--- src/rtl/brd_pkg.sv ---
package brd_pkg;

    localparam int          DATA_W   = 32;
    localparam int          ADDR_W   = 16;
    localparam int          WORD_LSB = 2;
    localparam int          IDX_W    = ADDR_W - WORD_LSB;

    localparam logic [DATA_W-1:0] BUILD_ID = 32'h0927_2011;
    localparam logic [DATA_W-1:0] RST_KEY  = 32'h0000_DEAD;

    typedef enum logic [2:0] {
        SEL_ID   = 3'd0,
        SEL_FREQ = 3'd1,
        SEL_LED  = 3'd2,
        SEL_SW   = 3'd3,
        SEL_RST  = 3'd4,
        SEL_NONE = 3'd7
    } reg_sel_e;

    typedef struct packed {
        logic              rd;
        logic              wr;
        reg_sel_e          sel;
        logic [DATA_W-1:0] wdata;
    } bus_req_t;

    // Maps a word index onto one of the defined registers; all others are holes.
    function automatic reg_sel_e word_to_sel(input logic [IDX_W-1:0] idx);
        reg_sel_e s;
        case (idx)
            IDX_W'(0): s = SEL_ID;
            IDX_W'(1): s = SEL_FREQ;
            IDX_W'(2): s = SEL_LED;
            IDX_W'(3): s = SEL_SW;
            IDX_W'(4): s = SEL_RST;
            default:   s = SEL_NONE;
        endcase
        return s;
    endfunction

    // Zero-extends a narrow field into a bus word.
    function automatic logic [DATA_W-1:0] widen(input logic [DATA_W-1:0] v, input int w);
        logic [DATA_W-1:0] r;
        for (int i = 0; i < DATA_W; i++) begin
            r[i] = (i < w) ? v[i] : 1'b0;
        end
        return r;
    endfunction

endpackage

--- src/rtl/brd_decode.sv ---
module brd_decode
    import brd_pkg::*;
(
    input  logic [ADDR_W-1:0] addr,
    input  logic              wr,
    input  logic              rd,
    input  logic [DATA_W-1:0] wdata,
    output bus_req_t          req
);

    logic [IDX_W-1:0] word_idx;

    always_comb begin
        // Bits [1:0] take no part: word-aligned decode only.
        word_idx  = addr[ADDR_W-1:WORD_LSB];
        req.rd    = rd;
        req.wr    = wr;
        req.sel   = word_to_sel(word_idx);
        req.wdata = wdata;
    end

endmodule

--- src/rtl/brd_sync.sv ---
module brd_sync #(
    parameter int W = 8
) (
    input  logic         clk,
    input  logic         rst,
    input  logic [W-1:0] d,
    output logic [W-1:0] q
);

    logic [W-1:0] meta_q;
    logic [W-1:0] sync_q;

    for (genvar b = 0; b < W; b++) begin : g_bit
        always_ff @(posedge clk) begin
            if (rst) begin
                meta_q[b] <= 1'b0;
                sync_q[b] <= 1'b0;
            end else begin
                meta_q[b] <= d[b];
                sync_q[b] <= meta_q[b];
            end
        end
    end

    assign q = sync_q;

endmodule

--- src/rtl/brd_regs.sv ---
module brd_regs
    import brd_pkg::*;
#(
    parameter int LED_W = 8
) (
    input  logic             clk,
    input  logic             rst,
    input  bus_req_t         req,
    output logic [LED_W-1:0] led_q,
    output logic             rst_pulse
);

    logic led_we;
    logic key_hit;

    always_comb begin
        led_we  = req.wr && (req.sel == SEL_LED);
        key_hit = req.wr && (req.sel == SEL_RST) && (req.wdata == RST_KEY);
    end

    always_ff @(posedge clk) begin
        if (rst) begin
            led_q     <= '0;
            rst_pulse <= 1'b0;
        end else begin
            if (led_we) begin
                led_q <= req.wdata[LED_W-1:0];
            end
            rst_pulse <= key_hit;
        end
    end

    // the LED value only moves on a write aimed at the LED word.
    p_led_hold_r3: assert property (@(posedge clk) disable iff (rst)
        !(req.wr && req.sel == SEL_LED) |=> $stable(led_q));

    // a write to the LED word lands on the outputs one edge later.
    p_led_load_r3: assert property (@(posedge clk) disable iff (rst)
        (req.wr && req.sel == SEL_LED) |=> (led_q == $past(req.wdata[LED_W-1:0])));

endmodule

--- src/rtl/brd_ctrl.sv ---
module brd_ctrl
    import brd_pkg::*;
#(
    parameter int unsigned CLK_HZ = 10_000_000,
    parameter int          LED_W  = 8,
    parameter int          SW_W   = 8
) (
    input  logic              clk,
    input  logic              rst,
    input  logic [15:0]       bus_addr,
    input  logic              bus_wr,
    input  logic              bus_rd,
    input  logic [31:0]       bus_wdata,
    output logic [31:0]       bus_rdata,
    input  logic [SW_W-1:0]   sw_i,
    output logic [LED_W-1:0]  led_o,
    output logic              board_rst_req
);

    localparam logic [DATA_W-1:0] FREQ_WORD = DATA_W'(CLK_HZ);

    bus_req_t          req;
    logic [LED_W-1:0]  led_q;
    logic [SW_W-1:0]   sw_sync;
    logic [DATA_W-1:0] rd_mux;
    logic [DATA_W-1:0] rdata_q;
    logic              rst_pulse;

    brd_decode u_decode (
        .addr  (bus_addr),
        .wr    (bus_wr),
        .rd    (bus_rd),
        .wdata (bus_wdata),
        .req   (req)
    );

    brd_sync #(.W(SW_W)) u_sync (
        .clk (clk),
        .rst (rst),
        .d   (sw_i),
        .q   (sw_sync)
    );

    brd_regs #(.LED_W(LED_W)) u_regs (
        .clk       (clk),
        .rst       (rst),
        .req       (req),
        .led_q     (led_q),
        .rst_pulse (rst_pulse)
    );

    always_comb begin
        unique case (req.sel)
            SEL_ID:   rd_mux = BUILD_ID;
            SEL_FREQ: rd_mux = FREQ_WORD;
            SEL_LED:  rd_mux = widen(DATA_W'(led_q), LED_W);
            SEL_SW:   rd_mux = widen(DATA_W'(sw_sync), SW_W);
            default:  rd_mux = '0;
        endcase
    end

    always_ff @(posedge clk) begin
        if (rst) begin
            rdata_q <= '0;
        end else begin
            rdata_q <= req.rd ? rd_mux : '0;
        end
    end

    assign bus_rdata     = rdata_q;
    assign led_o         = led_q;
    assign board_rst_req = rst_pulse;

    // a request exists only after a key write to word 4.
    p_req_cause_r5: assert property (@(posedge clk) disable iff (rst)
        board_rst_req |-> $past(bus_wr && bus_addr[15:2] == 14'd4 && bus_wdata == 32'h0000_DEAD));

    // an idle read strobe leaves zero on the data bus.
    p_rdata_idle_r7: assert property (@(posedge clk) disable iff (rst)
        !bus_rd |=> (bus_rdata == 32'd0));

    // the identification word is fixed.
    p_id_read_r1: assert property (@(posedge clk) disable iff (rst)
        (bus_rd && bus_addr[15:2] == 14'd0) |=> (bus_rdata == 32'h0927_2011));

    // holes in the map read as zero.
    p_hole_zero_r6: assert property (@(posedge clk) disable iff (rst)
        (bus_rd && bus_addr[15:2] > 14'd4) |=> (bus_rdata == 32'd0));

endmodule

--- config.mk ---
export PLATFORM = sky130hd
export DESIGN_NAME = brd_ctrl
export DESIGN_NICKNAME = d
export VERILOG_FILES = /design/src/rtl/brd_pkg.sv /design/src/rtl/brd_decode.sv /design/src/rtl/brd_sync.sv /design/src/rtl/brd_regs.sv /design/src/rtl/brd_ctrl.sv
export SDC_FILE = /design/constraint.sdc
export NUM_CORES = 1
export LEC_CHECK = 0
export ABC_AREA = 1
export CELL_PAD_IN_SITES_DETAIL_PLACEMENT = 1
export CELL_PAD_IN_SITES_GLOBAL_PLACEMENT = 2
export CORE_MARGIN = 2
export CORE_UTILIZATION = 19
export DETAILED_ROUTE_END_ITERATION = 7
export MAX_ROUTING_LAYER = met4
export PLACE_DENSITY_LB_ADDON = 0.1
export SKIP_CTS_REPAIR_TIMING = 1
export SLEW_MARGIN = 20
export SYNTH_ARGS = -nofsm -noshare
export SYNTH_HDL_FRONTEND = slang
export SYNTH_SLANG_ARGS = --single-unit
--- constraint.sdc ---
create_clock -name clk -period 1.3 [get_ports clk]
set_input_delay 0.195 -clock clk [delete_from_list [all_inputs] [get_ports clk]]
set_output_delay 0.195 -clock clk [all_outputs]
set_load 0.1 [all_outputs]
==> impl_results.md <==
- Fmax: 0.818 GHz
- Yosys cell types: 27
- Synthesized area: 0.00170 mm2
- Fin. Hold Viols: 0
- Final ANT Viol Nets: 0
- Worst path arrival time: 1.40 ns
- Core Util, Final: 38.2%
- Clk_skew: 0.00595 ns
- Clock Tree Root: clkbuf_8
- WL/cell: 11.8 um
- Clk sinks: 35
- Area leader, netlist: dfxtp_1
- Share of the synthesized area in the top cell type: 41.3%
- Core ar.: 0.00868 mm2
- Static leakage: 1.49 nW
- Slowest Stage Delay on Critical Path: 0.43 ns
- DRC viols: 0
- Initial Utilization: 19.5%
- Port Buffer Count: 88
- Antenna diodes: 0
- Worst setup EP type: flip-flop
- First-pass GRT wire length: 8.32 mm
- Min-delay worst type: input pin to flip-flop
- Cell Pwr Density: 703 mW/mm2
- Final hold slack: 0.333 ns
- Crit path time final: 1.22 ns
- GRT Util Overall: 11.2%
- Crit Path Category: input pin to flip-flop
- YS warnings: 0
- Fill cells: 997
- Nets: 389
- Final Cell Area: 0.00332 mm2
- Total chip power: 2.33 mW
- Final worst-path cycle share: 94.0%
- Sequential element share of the synthesized area: 41.3%
- Crit start category: input pin
- CP max FO: 8
- Cell Rows: 34
- Cell Area, Placed: 0.00311 mm2
- Worst path cell trace: clkdlybuf4s50_1 -> inv_1 -> nand3_1 -> nor2_2 -> nand2_4 -> nor2_8 -> inv_4 -> nand2_1 -> a21oi_1
- RD Place Congestion: 0.713
- CTS buffer count: 5
- Die height: 98.5 um
- Die ar.: 0.00969 mm2
- Clk slew on worst S/H paths: 0.07 ns
- 1st-iter DRT viols: 29
- Chip width: 98.5 um
- Max VDD drop: 0.406 mV
- Layout cell share with drive strength beyond 1: 34.5%
- Bufs on Longest Clock Path: 2
- CTS tree: built
- Status: finished clean
- Max-cap viol count: 0
- Total grt overflow: 0
- DRT Wirelength: 5.16 mm
- Mean Syn Cell Area: 7.78 um2
- Worst hold path cell count: 4
- Vias per inst: 3.84
- Largest net degree at the start of global routing: 19
- Area of the multi-input gates: 764 um2
- DP HPWL: 4.22 mm
- H-tree depth: 2
- IO Pins: 101
- Area added between synthesis and finish: 95.6%
- Via count: 1682
- Vias in the first global route: 1738
- Max Slew Vio Count: 0
- Reg2Reg Depth: 2
- Cells after Synth: 218
- Critical Path RT: 1.47 ns
- Final setup vio count: 0
- Drt pass-1 iters: 3
- Seq. cell area: 709 um2
- Initial antenna violation count: 0
- Clk_lat worst skew: 0.29 ns
- Synth area leaders: dfxtp_1, buf_4, nand2_1
- Worst path slowest cell: clkdlybuf4s50_1
- Flip-flop and latch count after synthesis: 35
-- area by class of cell --
class | count | share of cell area [%]
repair buffers | 119 | 44.4
multi-input cells | 130 | 23.0
flip-flops and latches | 35 | 21.4
inverters | 38 | 4.53
well taps | 108 | 4.07
clock buffers | 6 | 2.19
clock inverters | 2 | 0.377
-- state kept, by name, summed over array words and instances (netlist names) --
signal and cells:
u_sync.meta_q 8, bus_rdata 10, u_regs.rst_pulse 1, u_sync.q 8, u_regs.led_q 8
-- layout by cell type, fill, tap and decap left out, types with 2 or more instances in the layout --
master,n
a21oi_1,4
a21oi_2,9
buf_12,32
buf_4,29
clkbuf_8,5
clkdlybuf4s50_1,44
conb_1,10
dfxtp_1,32
dfxtp_4,2
dlymetal6s2s_1,13
inv_1,30
inv_2,5
inv_4,3
nand2_1,31
nand2_2,5
nand2_4,2
nand3_1,8
nand4_1,9
nor2_1,28
nor2_2,5
nor2_4,3
nor2_8,3
nor3_1,2
nor3_2,2
nor4_1,2
-- routing by layer --
layer | vias to the layer above | GRT usage (%) | wire (um)
met5 | - | - | 0
met4 | 0 | 3.48 | 61
met3 | 5 | 2.98 | 294
met2 | 56 | 17.9 | 2530
met1 | 758 | 13.8 | 2270
li1 | 863 | - | -
-- worst max-delay path: cells and delay by family --
kind	cells	cell delay, ns
simple gates	5	0.56
compound gates	1	0.06
buf+inv	3	0.58
-- per-stage QoR --
stage / setup TNS (ns) / instances / setup WS, ns
2_1_floorplan: 0 / 227 / 0.0127
3_5_place_dp: -8.64 / 427 / -0.461
4_1_cts: -2.18 / 435 / -0.168
3_3_place_gp: -8.66 / 427 / -0.457
6_report: 0 / 438 / 0.0777
5_1_grt: -0.0430 / 438 / -0.0223
-- path summary, 6_finish.rpt --
kind | to | from | slack (ns)
worst max-delay path | u_regs.led_q[0]$_SDFFE_PP0P_ | bus_addr[2] | 0.08
worst min-delay path | u_regs.rst_pulse$_SDFF_PP0_ | bus_addr[3] | 0.33
worst max register to register | bus_rdata[3]$_SDFF_PP0_ | u_regs.led_q[3]$_SDFFE_PP0P_ | 0.55
worst min register to register | u_sync.q[7]$_SDFF_PP0_ | u_sync.meta_q[7]$_SDFF_PP0_ | 0.41
-- power by group --
group	switching [mW]	internal [mW]	total [mW]	leakage (nW)
logic	0.248	0.218	0.465	1.16
registers	0.00636	1.09	1.10	0.287
clock network	0.397	0.374	0.771	0.0412
-- cells in the mapped netlist --
cell type and number:
nor2_1 30, nand3_1 8, nand3_2 2, a21oi_4 1
buf_2 1, nor2_8 3, nor3_1 4, nand3b_1 1
buf_1 2, nor2_4 1, nor3_4 1, dfxtp_1 35
o2111ai_1 1, inv_2 3, inv_1 34, inv_4 1
nand2_2 2, nand2_1 35, conb_1 1, a21oi_1 4
nand2_4 1, nor3b_1 1, nor2_2 4, a21oi_2 9
nand4_1 9, buf_4 22, nor4_1 2
-- logic make-up (layout without fill, tap and decap cells) --
family | after synthesis | count (layout) | synth area share, %
simple gates | 104 | 105 | 32.1
buf+inv | 63 | 165 | 19.0
flops | 35 | 35 | 41.3
compound gates | 15 | 15 | 7.31
other cells | 1 | 10 | 0.221
Note: power is estimated with default switching activity, not from simulation.
